**src/rtl/serial_reg_core.sv**
```systemverilog
module serial_reg_core #(
  parameter int DEPTH = 16,
  parameter int OVS   = 16,
  parameter int AW    = 6
) (
  input  logic          clk,
  input  logic          rst_n,
  input  logic [AW-1:0] addr,
  input  logic          wr_en,
  input  logic          rd_en,
  input  logic [31:0]   wdata,
  output logic [31:0]   rdata,
  input  logic          baud_tick,
  input  logic          rxd,
  output logic          txd
);
  localparam int PW = $clog2(DEPTH);
  localparam int CW = $clog2(OVS);
  localparam logic [PW:0]   FULL   = (PW+1)'(DEPTH);
  localparam logic [CW-1:0] T_LAST = CW'(OVS - 1);
  localparam logic [CW-1:0] T_MID  = CW'(OVS / 2 - 1);
  localparam logic [AW-1:0] A_CTRL = AW'('h00);
  localparam logic [AW-1:0] A_MODE = AW'('h04);
  localparam logic [AW-1:0] A_BGEN = AW'('h18);
  localparam logic [AW-1:0] A_STAT = AW'('h2C);
  localparam logic [AW-1:0] A_DATA = AW'('h30);
  localparam logic [AW-1:0] A_BDIV = AW'('h34);

  logic        tx_en, rx_en, tx_rst_q, rx_rst_q;
  logic [10:0] mode_q;
  logic [15:0] bgen_q;
  logic [7:0]  bdiv_q;

  logic [7:0]    txq [DEPTH];
  logic [7:0]    rxq [DEPTH];
  logic [PW-1:0] tx_wp, tx_rp, rx_wp, rx_rp;
  logic [PW:0]   tx_cnt, rx_cnt;

  logic          tx_busy;
  logic [9:0]    tx_sh;
  logic [3:0]    tx_bits;
  logic [CW-1:0] tx_tk;

  logic          rx_s1, rx_s2, rx_s3, rx_act, ferr;
  logic [3:0]    rx_bits;
  logic [CW-1:0] rx_tk;
  logic [7:0]    rx_sh;

  wire wr_dat  = wr_en && addr == A_DATA;
  wire rd_dat  = rd_en && addr == A_DATA;
  wire tx_full = tx_cnt == FULL;
  wire rx_full = rx_cnt == FULL;
  wire rx_empty = rx_cnt == '0;
  wire tx_push = wr_dat && !tx_full;
  wire tx_pop  = tx_en && !tx_rst_q && !tx_busy && tx_cnt != '0;
  wire rx_pop  = rd_dat && !rx_empty;
  wire rx_mid  = rx_act && baud_tick && rx_tk == T_MID;
  wire rx_push = rx_mid && rx_bits == 4'd9 && rx_s2 && !rx_full && !rx_rst_q;
  wire ferr_clr = wr_en && addr == A_STAT && wdata[7];

  assign txd = tx_sh[0];

  always_ff @(posedge clk or negedge rst_n)
    if (!rst_n) begin
      {tx_en, rx_en, tx_rst_q, rx_rst_q} <= '0;
      mode_q <= '0; bgen_q <= '0; bdiv_q <= '0;
    end else begin
      tx_rst_q <= 1'b0;
      rx_rst_q <= 1'b0;
      if (wr_en) begin
        case (addr)
          A_CTRL: begin
            rx_rst_q <= wdata[0];
            tx_rst_q <= wdata[1];
            rx_en    <= wdata[2];
            tx_en    <= wdata[4];
          end
          A_MODE: mode_q <= wdata[10:0];
          A_BGEN: bgen_q <= wdata[15:0];
          A_BDIV: bdiv_q <= wdata[7:0];
          default: ;
        endcase
      end
    end

  always_ff @(posedge clk) begin
    if (tx_push) txq[tx_wp] <= wdata[7:0];
    if (rx_push) rxq[rx_wp] <= rx_sh;
  end

  always_ff @(posedge clk or negedge rst_n)
    if (!rst_n) begin
      tx_wp <= '0; tx_rp <= '0; tx_cnt <= '0;
    end else if (tx_rst_q) begin
      tx_wp <= '0; tx_rp <= '0; tx_cnt <= '0;
    end else begin
      if (tx_push) tx_wp <= tx_wp + 1'b1;
      if (tx_pop)  tx_rp <= tx_rp + 1'b1;
      if (tx_push && !tx_pop) tx_cnt <= tx_cnt + 1'b1;
      else if (!tx_push && tx_pop) tx_cnt <= tx_cnt - 1'b1;
    end

  always_ff @(posedge clk or negedge rst_n)
    if (!rst_n) begin
      rx_wp <= '0; rx_rp <= '0; rx_cnt <= '0;
    end else if (rx_rst_q) begin
      rx_wp <= '0; rx_rp <= '0; rx_cnt <= '0;
    end else begin
      if (rx_push) rx_wp <= rx_wp + 1'b1;
      if (rx_pop)  rx_rp <= rx_rp + 1'b1;
      if (rx_push && !rx_pop) rx_cnt <= rx_cnt + 1'b1;
      else if (!rx_push && rx_pop) rx_cnt <= rx_cnt - 1'b1;
    end

  always_ff @(posedge clk or negedge rst_n)
    if (!rst_n) begin
      tx_busy <= 1'b0; tx_sh <= '1; tx_bits <= '0; tx_tk <= '0;
    end else if (tx_rst_q) begin
      tx_busy <= 1'b0; tx_sh <= '1; tx_bits <= '0; tx_tk <= '0;
    end else if (tx_pop) begin
      tx_busy <= 1'b1;
      tx_sh   <= {1'b1, txq[tx_rp], 1'b0};
      tx_bits <= '0;
      tx_tk   <= '0;
    end else if (tx_busy && baud_tick) begin
      if (tx_tk == T_LAST) begin
        tx_tk <= '0;
        tx_sh <= {1'b1, tx_sh[9:1]};
        if (tx_bits == 4'd9) tx_busy <= 1'b0;
        else tx_bits <= tx_bits + 1'b1;
      end else
        tx_tk <= tx_tk + 1'b1;
    end

  always_ff @(posedge clk or negedge rst_n)
    if (!rst_n) begin
      {rx_s1, rx_s2, rx_s3} <= '1;
      rx_act <= 1'b0; rx_bits <= '0; rx_tk <= '0; rx_sh <= '0; ferr <= 1'b0;
    end else begin
      rx_s1 <= rxd;
      rx_s2 <= rx_s1;
      rx_s3 <= rx_s2;
      if (ferr_clr) ferr <= 1'b0;
      if (rx_rst_q)
        rx_act <= 1'b0;
      else if (!rx_act) begin
        if (rx_en && baud_tick && rx_s3 && !rx_s2) begin
          rx_act <= 1'b1; rx_tk <= '0; rx_bits <= '0;
        end
      end else if (baud_tick) begin
        rx_tk <= (rx_tk == T_LAST) ? '0 : rx_tk + 1'b1;
        if (rx_tk == T_MID) begin
          rx_bits <= rx_bits + 1'b1;
          if (rx_bits == 4'd0) begin
            if (rx_s2) rx_act <= 1'b0;
          end else if (rx_bits == 4'd9) begin
            rx_act <= 1'b0;
            if (!rx_s2) ferr <= 1'b1;
          end else
            rx_sh <= {rx_s2, rx_sh[7:1]};
        end
      end
    end

  always_comb begin
    rdata = '0;
    case (addr)
      A_CTRL: begin rdata[2] = rx_en; rdata[4] = tx_en; end
      A_MODE: rdata[10:0] = mode_q;
      A_BGEN: rdata[15:0] = bgen_q;
      A_BDIV: rdata[7:0]  = bdiv_q;
      A_STAT: begin
        rdata[1]  = rx_empty;
        rdata[4]  = tx_full;
        rdata[7]  = ferr;
        rdata[11] = tx_busy;
      end
      A_DATA: if (!rx_empty) rdata[7:0] = rxq[rx_rp];
      default: ;
    endcase
  end
endmodule

```
**config.mk**
```make
export PLATFORM = sky130hd
export DESIGN_NAME = serial_reg_core
export DESIGN_NICKNAME = d
export VERILOG_FILES = /design/src/rtl/serial_reg_core.sv
export SDC_FILE = /design/constraint.sdc
export NUM_CORES = 1
export LEC_CHECK = 0
export BUFFER_PORTS_ARGS = -buffer_cell sky130_fd_sc_hd__buf_2
export CAP_MARGIN = 25
export CORE_AREA = 2 2 163 165
export CTS_CLUSTER_DIAMETER = 100
export CTS_CLUSTER_SIZE = 24
export DETAILED_ROUTE_END_ITERATION = 8
export DIE_AREA = 0 0 165 167
export PLACE_DENSITY = 0.8
export SLEW_MARGIN = 20
export SYNTH_ARGS = -nofsm -noshare
export SYNTH_HDL_FRONTEND = slang
export SYNTH_SLANG_ARGS = --single-unit
```
**constraint.sdc**
```tcl
create_clock -name clk -period 8.3 [get_ports clk]
set_input_delay 0.415 -clock clk [delete_from_list [all_inputs] [get_ports clk]]
set_output_delay 0.415 -clock clk [all_outputs]
set_load 0.01 [all_outputs]
```
Word level (Yosys, flattened, before mapping)
Memory sizes are Yosys's and may differ from the RTL's.
Index checks and enable logic that the tools add are counted.
W data, S select, Z words.

operators by class
  add/subtract/negate cells = 12
  equality and inequality tests = 15
  mux-type cells = 74
  bitwise logic cells = 3
  reductions and logical operators = 58

operators with widths
  cell                   count
  $mux W4                25
  $mux W10               4
  $add A4 B1 Y4 const B  8
  $mux W5                6
  $mux W1                29
  $logic_and A1 B1 Y1    23
  $eq A6 B6 Y1 const B   3
  $eq A4 B4 Y1 const B   4
  $pmux W1 S5            3
  $reduce_bool A3 Y1     5
  $logic_not A1 Y1       11
  $add A5 B1 Y5 const B  2
  $eq A5 B5 Y1 const B   2
  $reduce_and A2 Y1      5
  $reduce_bool A2 Y1     5
  $sub A5 B1 Y5 const B  2
  $reduce_and A3 Y1      3
  $mux W8                1
  $pmux W1 S4            2
  $pmux W2 S4            1
  $eq A6 B3 Y1 const B   1
  $eq A6 B5 Y1 const B   1
  $logic_not A6 Y1       1
  $pmux W1 S6            1
  12 further kinds       14

storage, ports and cells
  register bits = 105
  bits in writable memories = 256
  input bits = 44
  output and inout bits = 33
  logic and storage cells = 189
  memories = 2

memories
  name  words  bits a word  read ports  clocked after memory_dff  write ports  line  RTL
  rxq   16     8            1           0                         1            35    logic [7:0] rxq [DEPTH];
  txq   16     8            1           0                         1            34    logic [7:0] txq [DEPTH];

Logic depth before layout (Yosys ltp)
Gate-level depths: netlist (run 1).

  word-level depth = 11
  gate-level depth with buffers = 12
  gate-level depth less buffers = 12

Least setup slack after synthesis (run 1)
No wires, ideal clock.

  kind = register -> register
  start point = register rx_tk[0]
  end point = register rx_cnt[4]
  setup time = 125 ps
  data arrival time = 3230 ps
  required time = 8175 ps
  slack = 4945 ps
  cell stages (with the launch flop) = 11
  buffers on the path = 0
  period minus slack after synthesis = 3355 ps
  path through = dfrtp_1 -> ha_1 -> nand3b_1 -> a2111oi_4 -> o21ai_2 -> nand2b_1 -> fa_1 -> a21o_1 -> a21oi_1 -> mux2i_4 -> mux2_4

on the way
  cells in the longest elaborated chain, start to end = 9
  elaborated cells on any way between the ends = 12
  those cells by class = eq/ne (1); mux (2); reduce/logical (9)

ends and longest elaborated chain
  what                                                     line      RTL
  start: declaration                                       46        logic [CW-1:0] rx_tk;
  start signal: assignment                                 151       rx_tk <= (rx_tk == T_LAST) ? '0 : rx_tk + 1'b1;
  $eq A4 B3 Y1 (*)                                         57        wire rx_mid = rx_act && baud_tick && rx_tk == T_MID;
  $logic_and A1 B1 Y1 (*)                                  57
  $logic_and A1 B1 Y1 (*) (4 in a row)                     58        wire rx_push = rx_mid && rx_bits == 4'd9 && rx_s2 && !rx_full && !rx_rst_q;
  $logic_and A1 B1 Y1 or $logic_not A1 Y1 (tied branches)  111, 112
  $mux W5 or $logic_and A1 B1 Y1 (tied branches)           111, 112
  $mux W5 or $reduce_bool A3 Y1 (tied branches)            n/a
  end signal: assignment                                   111       if (rx_push && !rx_pop) rx_cnt <= rx_cnt + 1'b1;
  end signal: assignment                                   112       else if (!rx_push && rx_pop) rx_cnt <= rx_cnt - 1'b1;
  end: declaration                                         37        logic [PW:0] tx_cnt, rx_cnt;

Every way passes the cells marked *; elsewhere a longest branch is shown, timed or not.
A chain may end at the register's enable or synchronous reset.

Worst setup path after layout (run 1)
Same ends and word-level chain as after synthesis.

==> metrics.txt, run 1 <==
outcome=completed; vias=8077; maximum achievable frequency=263 MHz; first-pass GRT wire length=45600 µm; largest incremental delay on the critical path=0.65 ns; Crit Path Class=reg2reg; Detailed Place HPWL=18800 µm; Die Area=27600 µm²; DR vias/cell=6.12; Flop pwr share=0.586; Hold Path Stages=2; Row Count=59; power after layout=0.00363 W; via count of the first global-routing pass=8031; layout cells sized above 1=0.213; worst endpoint required time=8.70 ns; number of unique standard cell types used by synthesis=73; starting DRC count in detailed routing=858; TritonCTS Buffers=18; critical-path cell with the highest stage delay=a2111oi_4; Buf+Inv Stages, Crit Path=0; most instantiated cells after synthesis=edfxtp_1, dfrtp_1, mux4_2; Setup Buffers After CTS=0; initial antenna violation count=0; Critical R2R Launch=rx_tk[0]$_DFFE_PN0P_; Seq/Total Area, Yosys=0.673; portion of synthesized cell area occupied by the leading cell type=0.502; post-synthesis cell area=15300 µm²; clock share of power=0.265; share of the clock period used by the worst path after layout=0.459; synthesized netlist cell count=935; Max Fanout on Critical Path=10; cell-internal power=0.00273 W; total count of hold-check failures in the final report=0; share of the core filled with cells in the final layout=0.636; clock sink count=360; startpoint of the most critical hold path=wdata[14]; most instantiated library cell after synthesis=edfxtp_1; switching part of the total=0.248; static leakage power=6.28 nW; grt total ovfl=0; pin count of the biggest net entering global routing=55; crit end category=register; CTS tree=yes; RSZ-0062 raised after global routing=false; standard cell core area=25800 µm²; Hold Path Sink=bgen_q[14]$_DFFE_PN0P_; worst vdd rail ir drop=0.000204 V; number of warning messages in the yosys log=0; count of inserted antenna diode cells=0; Root Buffer Master=clkbuf_16; number of standard cells in the layout, taps in and fillers out=1319; setup TNS after final layout=0 ns; number of instances in the placed design=1282; Psw=0.000900 W; cell count of the worst reg-to-reg path=10; FF+latch count, synth=360; die height=167 µm; number of enable flip-flop cells after synthesis=256; Die W=165 µm; chain of cells forming the critical path=ha_1 -> nand3b_1 -> a2111oi_4 -> o21ai_2 -> nand2b_1 -> fa_1 -> a21o_1 -> a21oi_1 -> mux2i_4 -> mux2_4; terminus of the critical flop-to-flop path=rx_cnt[4]$_DFFE_PN0P_; Min Clock Period, post-route=3.81 ns; total power density per cell area=221 nW/µm²; Fin Clk Skew=0.0105 ns; share of power burned in combinational logic=0.149; Avg WL per Cell=22.2 µm; Synth area leaders=edfxtp_1, dfrtp_1, mux4_2; mean cell area of the mapped netlist=16.4 µm²; Arr. time, crit path=4.21 ns; final wirelength=29300 µm; max cap viols=0; maximum buffer depth of the clock tree=3; count of final max-slew check failures=0; net count of the finished layout=1042; pin slew with the least headroom to its limit=1.04 ns; H-tree Lvls=1; CP startpoint kind=register; family of cells with the greatest summed delay on the critical path=compound AO/OA/AOI/OAI gates; path class of the lowest-slack min-delay path=in2reg; worst-skew pair later-pin latency=0.51 ns; Placer Congestion=0.761; drt pass-1 iters=5; Setup violations, final=0; Top FF cell, synth=edfxtp_1; leading area contributor after synthesis=edfxtp_1; fraction of registers with async set/reset=0.289; remaining max-slew budget at the tightest pin=0.307; Syn-to-layout area delta=6.99%; IO buf count=44; Global Route Usage Sum=0.217; clock-pin slew reported for the worst setup and hold paths after clock tree synthesis=0.10 ns; DRC violation count after routing=0; I/O pins=77; Reg2Reg Setup Slack=4.49 ns; Starting Density=0.594; remaining antenna violation count after routing=0
worst register-to-register path, delay by kind of cell (launching register included):
| kind | cells | cell delay, ns |
|---|---|---|
| compound gates | 4 | 1.43 |
| fa+ha+maj | 2 | 0.74 |
| flops | 1 | 0.42 |
| mux | 2 | 0.60 |
| simple gates | 2 | 0.52 |
metrics by stage:
step | setup slack (ns) | hold slack [ns] | area [µm²]
after floorplan | 4.95 | 0.119 | 15400
after global placement | 4.56 | 0.347 | 15800
after detailed placement | 4.52 | 0.350 | 15800
after CTS | 4.51 | 0.115 | 16300
after global routing | 4.24 | 0.121 | 16400
final | 4.49 | 0.129 | 16400
layer usage:
layer  global-route usage  share of wire  up-vias
met1                0.309           0.42     4124
li1                     -              -     3654
met5                    0              0        -
met2                0.360           0.51      258
met3               0.0249          0.053       41
met4               0.0541          0.024        0
timing repair:
item                       in CTS  in global routing
hold endpoints to repair       42                  0
hold buffers                    2                  0
gates resized for setup         0                  0
setup endpoints to repair       0                  0
layout by cell type, fill, tap and decap left out, drive strengths merged, types with 5 or more instances in the layout:
master	n
edfxtp	256
mux2i	34
mux4	58
a21o	17
inv	18
a221oi	12
dfstp	12
dfrtp	92
and2	14
xnor2	17
o21ai	19
a21oi	19
conb	16
and3	6
ha	24
nand3	17
nand2	46
buf	56
nor3	16
a22o	20
clkbuf	32
or3	5
nor2	53
nor2b	7
xor2	5
mux2	47
power by group through the flow:
stage / registers [W] / clock network, W / logic [W]
global route: 0.00214 / 0.00103 / 0.000592
finish: 0.00212 / 0.000962 / 0.000541
global placement: 0.00221 / 0 / 0.000456
detailed placement: 0.00221 / 0 / 0.000472
CTS: 0.00218 / 0.000979 / 0.000474
floorplan: 0.00212 / 0 / 0.000423
cells by family after synthesis:
family / share of synthesized area
AO/OA/AOI/OAI: 0.0598
XOR/XNOR: 0.0138
adder cells (fa/ha/maj): 0.0222
buffers and inverters: 0.0239
flip-flops: 0.673
multiplexers: 0.143
other: 0.000245
AND/OR/NAND/NOR: 0.0637
worst max path at each step:
stage | slack [ns] | start | depth (start not counted) | to
floorplan | 4.95 | rx_tk[0]$_DFFE_PN0P_ | 10 | rx_cnt[4]$_DFFE_PN0P_
global placement | 4.56 | rx_tk[0]$_DFFE_PN0P_ | 10 | rx_cnt[4]$_DFFE_PN0P_
detailed placement | 4.52 | rx_tk[0]$_DFFE_PN0P_ | 10 | rx_cnt[4]$_DFFE_PN0P_
CTS | 4.51 | rx_tk[0]$_DFFE_PN0P_ | 10 | rx_cnt[4]$_DFFE_PN0P_
global route | 4.24 | rx_tk[0]$_DFFE_PN0P_ | 10 | rx_cnt[4]$_DFFE_PN0P_
finish | 4.49 | rx_tk[0]$_DFFE_PN0P_ | 10 | rx_cnt[4]$_DFFE_PN0P_
cell type report:
type	instances	area [µm²]
clock buffers	32	524
well taps	335	419
multi-input cells	515	4700
flip-flops and latches	360	10300
repair buffers	58	355
fillers	1794	9380
inverters	19	71.3
flip-flops by register name (all words and copies together) (netlist names), 4 cells and up:
| signal | cells |
|---|---|
| bgen_q | 16 |
| bdiv_q | 8 |
| rx_bits | 4 |
| mode_q | 11 |
| tx_wp | 4 |
| tx_tk | 4 |
| rx_cnt | 5 |
| txq | 128 |
| tx_bits | 4 |
| tx_rp | 4 |
| rx_rp | 4 |
| tx_cnt | 5 |
| tx_sh | 9 |
| rxq | 128 |
| rx_sh | 8 |
| rx_wp | 4 |
| rx_tk | 4 |
(Power assumes the default switching activity.)
==> run 2, diff against run 1 <==
--- a/config.mk
+++ b/config.mk
@@ -5,13 +5,14 @@
 export SDC_FILE = /design/constraint.sdc
 export NUM_CORES = 1
 export LEC_CHECK = 0
+export ABC_AREA = 1
 export BUFFER_PORTS_ARGS = -buffer_cell sky130_fd_sc_hd__buf_2
 export CAP_MARGIN = 25
-export CORE_AREA = 2 2 163 165
+export CORE_AREA = 2 2 166 168
 export CTS_CLUSTER_DIAMETER = 100
 export CTS_CLUSTER_SIZE = 24
 export DETAILED_ROUTE_END_ITERATION = 8
-export DIE_AREA = 0 0 165 167
+export DIE_AREA = 0 0 168 170
 export PLACE_DENSITY = 0.8
 export SLEW_MARGIN = 20
 export SYNTH_ARGS = -nofsm -noshare
==> constraint.sdc (replaced) <==
create_clock -name clk -period 3.6 [get_ports clk]
set_input_delay 0.18 -clock clk [delete_from_list [all_inputs] [get_ports clk]]
set_output_delay 0.18 -clock clk [all_outputs]
set_load 0.01 [all_outputs]
==> metrics.txt, run 2 <==
Global Route Usage Sum=0.245 (was 0.217); Min Clock Period, post-route=2.96 ns; starting DRC count in detailed routing=1215 (was 858); RSZ-0062 raised after global routing=false (unchanged); number of warning messages in the yosys log=0 (unchanged); synthesized netlist cell count=1472 (was 935); max cap viols=0 (unchanged); leading area contributor after synthesis=edfxtp_1 (unchanged); post-synthesis mux area share=0.00496 (was 0.143); via count of the first global-routing pass=10400 (was 8031); Die Area=28600 µm² (was 27600 µm²); worst vdd rail ir drop=0.000447 V (was 0.000204 V); vias=10900 (was 8077); Setup violations, final=0 (unchanged); share of the synthesized netlist area taken by xor and xnor gates=0.00496 (was 0.0138); die height=170 µm (was 167 µm); basic-gate share of the synthesized area counting and, or, nand and nor cells=0.164 (was 0.0637); outcome=completed (unchanged); share of the core filled with cells in the final layout=0.635 (was 0.636); cell-internal power=0.00631 W (was 0.00273 W); TritonCTS Buffers=19 (was 18); Detailed Place HPWL=21900 µm (was 18800 µm); Psw=0.00244 W (was 0.000900 W); Arr. time, crit path=2.78 ns (was 4.21 ns); Setup Buffers After CTS=0 (unchanged); Flop pwr share=0.591 (was 0.586); critical-path cell with the highest stage delay=clkinv_1 (was a2111oi_4); Crit Path Class=reg2out (was reg2reg); clock share of power=0.263 (was 0.265); Fin Clk Skew=0.0349 ns (was 0.0105 ns); pin slew with the least headroom to its limit=0.933 ns (was 1.04 ns); Synth area leaders=edfxtp_1, dfrtp_1, nor2_1 (was edfxtp_1, dfrtp_1, mux4_2); hold buffer count at CTS=10 (was 2); net count of the finished layout=1564 (was 1042); standard cell core area=26700 µm² (was 25800 µm²); worst endpoint required time=3.42 ns (was 8.70 ns); Die W=168 µm (was 165 µm); share of the clock period used by the worst path after layout=0.823; initial antenna violation count=0 (unchanged); Root Buffer Master=clkbuf_16 (unchanged); largest incremental delay on the critical path=0.49 ns (was 0.65 ns); highest-count cells in the layout ignoring fill and taps=edfxtp_1, nor2_1, nand2_1 (was edfxtp_1, dfrtp_1, mux4_2); drt pass-1 iters=5 (unchanged); layout cells sized above 1=0.0909 (was 0.213); final wirelength=34300 µm (was 29300 µm); worst-skew pair later-pin latency=0.52 ns (was 0.51 ns); post-synthesis cell area=15900 µm² (was 15300 µm²); Starting Density=0.597 (was 0.594); Top FF cell, synth=edfxtp_1 (unchanged); path class of the lowest-slack min-delay path=in2reg (unchanged); Max Fanout on Critical Path=59 (was 10); share of power burned in combinational logic=0.146 (was 0.149); Placer Congestion=0.888 (was 0.761); Reg2Reg Setup Slack=0.95 ns (was 4.49 ns); DR vias/cell=5.89 (was 6.12); area share of fa/ha/maj cells after synthesis=0.0214 (was 0.0222); cell occurring most often along the worst timing path=nand2_1; top routing layer used=met4 (unchanged); Avg WL per Cell=18.6 µm (was 22.2 µm); biggest regs=rxq x128, txq x128, bgen_q x16 (unchanged); number of unique standard cell types used by synthesis=49 (was 73); number of enable flip-flop cells after synthesis=256 (unchanged); static leakage power=6.60 nW (was 6.28 nW); Syn-to-layout area delta=6.47% (was 6.99%); M1 wire length=14600 µm (was 12200 µm); family of cells with the greatest summed delay on the critical path=buffers and inverters (was compound AO/OA/AOI/OAI gates); largest family of logic cells by synthesized area=simple AND/OR/NAND/NOR gates (was multiplexers); grt total ovfl=0 (unchanged); remaining max-slew budget at the tightest pin=0.376 (was 0.307); clock sink count=360 (unchanged); first-pass GRT wire length=55100 µm (was 45600 µm); count of inserted antenna diode cells=0 (unchanged); Seq/Total Area, Yosys=0.648 (was 0.673); pin count of the biggest net entering global routing=69 (was 55); fraction of registers with async set/reset=0.289 (unchanged); FF+latch count, synth=360 (unchanged); setup TNS after final layout=0 ns (unchanged); switching part of the total=0.279 (was 0.248); CTS tree=yes (unchanged); CP startpoint kind=register (unchanged); synthesized-area fraction occupied by ao, oa, aoi and oai cells=0.104 (was 0.0598); maximum buffer depth of the clock tree=3 (unchanged); clock-pin slew reported for the worst setup and hold paths after clock tree synthesis=0.10 ns (about the same); leading cell type in the layout, fill and taps excluded=edfxtp_1 (unchanged); Buf+Inv Stages, Crit Path=3 (was 0); total count of hold-check failures in the final report=0 (unchanged); total power density per cell area=517 nW/µm² (was 221 nW/µm²); count of final max-slew check failures=0 (unchanged); remaining antenna violation count after routing=0 (unchanged); most instantiated library cell after synthesis=edfxtp_1 (unchanged); chain of cells forming the critical path=buf_4 -> clkinv_1 -> o211ai_1 -> o211ai_1 -> nand3_1 -> nand2_1 -> nand2_1 -> nand2_1 -> buf_2 (was ha_1 -> nand3b_1 -> a2111oi_4 -> o21ai_2 -> nand2b_1 -> fa_1 -> a21o_1 -> a21oi_1 -> mux2i_4 -> mux2_4); Row Count=60 (was 59); IO buf count=44 (unchanged); number of resized instances in the post-cts repair step=0 (unchanged); most instantiated cells after synthesis=edfxtp_1, nor2_1, nand2_1 (was edfxtp_1, dfrtp_1, mux4_2); maximum achievable frequency=338 MHz; DRC violation count after routing=0 (unchanged); crit end category=primary output (was register); met3 WL post-DR=2440 µm (was 1540 µm); met2 routed WL=16300 µm (was 14900 µm); I/O pins=77 (unchanged); portion of synthesized cell area occupied by the leading cell type=0.484 (was 0.502); mean cell area of the mapped netlist=10.8 µm² (was 16.4 µm²); fillcell total=1993 (was 1794); H-tree Lvls=1 (unchanged)
-- run 2: changes by cell type after synthesis, sizes merged, moves of 27 or more --
cell,change
a21oi,+27
nand3,+99
mux2,-40
o21ai,+159
mux2i,-34
mux4,-58
nand2,+156
inv,+78
o211ai,+45
nor2,+206
-- run 2: tightest hold or removal path, stage by stage --
cell,delay [ns]
buf_2,0.12
nand3_4,0.12
a211oi_1,0.08
-- run 2: cell type report --
class | instances | area, µm² | share of cell area
Clock buffer | 31 | 520 | 0.0308
Tap cell | 341 | 427 | 0.0252
Inverter | 102 | 390 | 0.0231
Clock inverter | 3 | 33.8 | 0.00200
Sequential cell | 360 | 10300 | 0.609
Timing Repair Buffer | 65 | 425 | 0.0251
Multi-Input combinational cell | 946 | 4820 | 0.285
-- run 2: cells by family (layout without fill, tap and decap cells) --
logic type | count (synthesis) | after routing
compound gates | 290 | 290
xor+xnor | 9 | 9
fa+ha+maj | 26 | 26
buf+inv | 181 | 201
flops | 360 | 360
mux | 7 | 7
other cells | 1 | 16
simple gates | 598 | 598
-- run 2: metal layers --
metal | vias up | global-route usage
met5 | - | 0
met3 | 61 | 0.0242
li1 | 5096 | -
met4 | 0 | 0.0798
met1 | 5262 | 0.353
met2 | 468 | 0.399
-- run 2: worst paths after layout --
kind | start | to | cells after the start
max | rx_rp[1]$_DFFE_PN0P_ | rdata[1] | 9
min | rd_en | rx_rp[1]$_DFFE_PN0P_ | 3
max reg2reg | rx_bits[1]$_DFFE_PN0P_ | rxq[13][0]$_DFFE_PP_ | 8
min reg2reg | rx_s1$_DFF_PN1_ | rx_s2$_DFF_PN1_ | 0
max in group asynchronous | rst_n | mode_q[8]$_DFFE_PN0P_ | 3
min in group asynchronous | rst_n | rx_sh[0]$_DFFE_PN0P_ | 2
-- run 2: power by group through the flow --
stage	clock, W	sequential [W]	combinational (W)
2_1_floorplan	0	0.00514	0.000956
5_1_grt	0.00246	0.00523	0.00145
6_report	0.00230	0.00518	0.00127
3_5_place_dp	0	0.00526	0.00125
3_3_place_gp	0	0.00524	0.00119
4_1_cts	0.00232	0.00517	0.00127
-- run 2: stage by stage --
step                      hold WS [ns]  cell area, µm²  cells  setup WS (ns)  power [W]
after floorplan                 -0.116           16000   1487           1.33    0.00610
after global placement           0.286           16300   1803           1.11    0.00642
after detailed placement         0.296           16300   1803           1.03    0.00651
after CTS                       0.0207           16900   1847          0.667    0.00876
after global routing            0.0380           16900   1848          0.469    0.00913
final                           0.0246           16900   1848          0.638    0.00875
==> run 3, diff against run 2 <==
--- a/config.mk
+++ b/config.mk
@@ -5,15 +5,15 @@
 export SDC_FILE = /design/constraint.sdc
 export NUM_CORES = 1
 export LEC_CHECK = 0
-export ABC_AREA = 1
+export ABC_AREA = 0
 export BUFFER_PORTS_ARGS = -buffer_cell sky130_fd_sc_hd__buf_2
 export CAP_MARGIN = 25
-export CORE_AREA = 2 2 166 168
+export CORE_AREA = 2 2 170 172
 export CTS_CLUSTER_DIAMETER = 100
 export CTS_CLUSTER_SIZE = 24
 export DETAILED_ROUTE_END_ITERATION = 8
-export DIE_AREA = 0 0 168 170
-export PLACE_DENSITY = 0.8
+export DIE_AREA = 0 0 172 174
+export PLACE_DENSITY = 0.77
 export SLEW_MARGIN = 20
 export SYNTH_ARGS = -nofsm -noshare
 export SYNTH_HDL_FRONTEND = slang
==> constraint.sdc (replaced) <==
create_clock -name clk -period 2.7 [get_ports clk]
set_input_delay 0.135 -clock clk [delete_from_list [all_inputs] [get_ports clk]]
set_output_delay 0.135 -clock clk [all_outputs]
set_load 0.01 [all_outputs]
==> metrics.txt, run 3 (synthesis results as in run 1) <==
pin count of the biggest net entering global routing=45 (was 69); maximum achievable frequency=353 MHz; path class of the lowest-slack min-delay path=in2reg (unchanged); maximum buffer depth of the clock tree=3 (unchanged); setup TNS after final layout=-0.263 ns (was 0 ns); cell count of the worst reg-to-reg path=9 (was 8); Max Fanout on Critical Path=3 (was 59); layout cells sized above 1=0.304 (was 0.0909); worst endpoint required time=3.10 ns (was 3.42 ns); met1 routing resource usage after global routing=0.286 (was 0.353); Fin Clk Skew=0.0295 ns (was 0.0349 ns); vias=8547 (was 10900); post-placement cell area=16500 µm² (was 16300 µm²); die height=174 µm (was 170 µm); Avg WL per Cell=21.3 µm (was 18.6 µm); Die Area=29900 µm² (was 28600 µm²); leading cell type in the layout, fill and taps excluded=edfxtp_1 (unchanged); IO buf count=44 (unchanged); outcome=complete, but fails checks (was completed); total power density per cell area=646 nW/µm² (was 517 nW/µm²); first-pass GRT wire length=48300 µm (was 55100 µm); clock sink count=360 (unchanged); worst-skew pair later-pin latency=0.52 ns (about the same); standard cell core area=28200 µm² (was 26700 µm²); biggest regs=rxq x128, txq x128, bgen_q x16 (unchanged); initial antenna violation count=0 (unchanged); final design area excluding fillers=17500 µm² (was 16900 µm²); final worst setup slack=-0.136 ns (was 0.638 ns); met2 track utilization from global routing=0.364 (was 0.399); count of final max-slew check failures=0 (unchanged); highest-count cells in the layout ignoring fill and taps=edfxtp_1, buf_4, dfrtp_1 (was edfxtp_1, nor2_1, nand2_1); max cap viols=0 (unchanged); GR Util met3=0.0219 (was 0.0242); sequential standard cell area=10300 µm² (about the same); Min Clock Period, post-route=2.84 ns; CP startpoint kind=register (unchanged); clock-pin slew reported for the worst setup and hold paths after clock tree synthesis=0.10 ns (about the same); DR vias/cell=5.82 (was 5.89); remaining antenna violation count after routing=0 (unchanged); starting DRC count in detailed routing=781 (was 1215); area taken by multi-input logic gates=4910 µm² (was 4820 µm²); Syn-to-layout area delta=14.4% (was 6.47%); Crit Path Class=reg2reg (was reg2out); count of inserted antenna diode cells=0 (unchanged); share of the clock period used by the worst path after layout=1.05; final wirelength=31300 µm (was 34300 µm); violated checks=setup timing; Row Count=62 (was 60); via count of the first global-routing pass=8566 (was 10400); total count of hold-check failures in the final report=0 (unchanged); Detailed Place HPWL=20500 µm (was 21900 µm); pin slew with the least headroom to its limit=0.662 ns (was 0.933 ns); Setup violations, final=5 (was 0); Root Buffer Master=clkbuf_16 (unchanged); worst vdd rail ir drop=0.000467 V (was 0.000447 V); DRC violation count after routing=0 (unchanged); RSZ-0062 raised after global routing=true (was false); net count of the finished layout=1142 (was 1564); grt total ovfl=0 (unchanged); drt pass-1 iters=5 (unchanged); Placer Congestion=0.868 (was 0.888); Arr. time, crit path=3.23 ns (was 2.78 ns); grt peak-use layer=met2 (unchanged); H-tree Lvls=1 (unchanged); remaining max-slew budget at the tightest pin=0.559 (was 0.376); Starting Density=0.542 (was 0.597); CTS tree=yes (unchanged); static leakage power=6.86 nW (was 6.60 nW); TritonCTS Buffers=18 (was 19); Die W=172 µm (was 168 µm); fillcell total=2013 (was 1993); share of the core filled with cells in the final layout=0.620 (was 0.635); I/O pins=77 (unchanged); crit end category=register (was primary output); Global Route Usage Sum=0.211 (was 0.245); Hold Path Stages=1 (was 3)
## run 3: path summary, 6_finish.rpt
path	startpoint	to	slack (ns)
setup reg to reg	rx_cnt[2]$_DFFE_PN0P_	rx_cnt[4]$_DFFE_PN0P_	-0.14
hold / removal	wdata[6]	txq[3][6]$_DFFE_PP_	0.05
setup / recovery	rx_cnt[2]$_DFFE_PN0P_	rx_cnt[4]$_DFFE_PN0P_	-0.14
max in group asynchronous	rst_n	rx_sh[6]$_DFFE_PN0P_	1.79
hold reg to reg	rx_s1$_DFF_PN1_	rx_s2$_DFF_PN1_	0.37
min in group asynchronous	rst_n	tx_tk[2]$_DFFE_PN0P_	0.15
## run 3: critical path, stage by stage, from the launching register on
cell	delay, ns
dfrtp_1	0.41
or4_4	0.58
o21ai_4	0.18
o21ai_4	0.07
nand2b_4	0.17
fa_2	0.38
a21o_1	0.22
a21oi_4	0.17
mux2i_4	0.25
mux2_4	0.31
## run 3: stage by stage
stage               hold WS (ns)  setup WS [ns]  power (W)  instances
finish                    0.0458         -0.136     0.0113       1468
global route              0.0563         -0.212     0.0118       1468
CTS                       0.0331        -0.0958     0.0114       1461
detailed placement         0.175         -0.131    0.00841       1407
global placement           0.177        -0.0609    0.00834       1407
floorplan                 -0.161         -0.394    0.00782        950
## run 3: report_power, final
group          internal, W  switching (W)
Clock              0.00134        0.00165
Combinational     0.000935       0.000931
Sequential         0.00622       0.000256
Total              0.00849        0.00284
## run 3: timing repair
action,4_1_cts,5_1_grt
setup endpoints to repair,9,9
hold endpoints to repair,57,0
hold buffers,11,0
pin swaps,6,16
setup buffers,11,7
resized for setup,7,34
## run 3: routing by layer
| layer | up-vias | share of wire |
|---|---|---|
| met5 | - | 0 |
| met4 | 0 | 0.026 |
| met3 | 46 | 0.041 |
| met2 | 243 | 0.51 |
| met1 | 4402 | 0.42 |
| li1 | 3856 | - |
## run 3: layout make-up
| type | instances | area share |
|---|---|---|
| multi-input cells | 515 | 0.280 |
| flip-flops and latches | 360 | 0.589 |
| clock buffers | 32 | 0.0299 |
| repair buffers | 158 | 0.0696 |
| well taps | 384 | 0.0274 |
| inverters | 19 | 0.00407 |
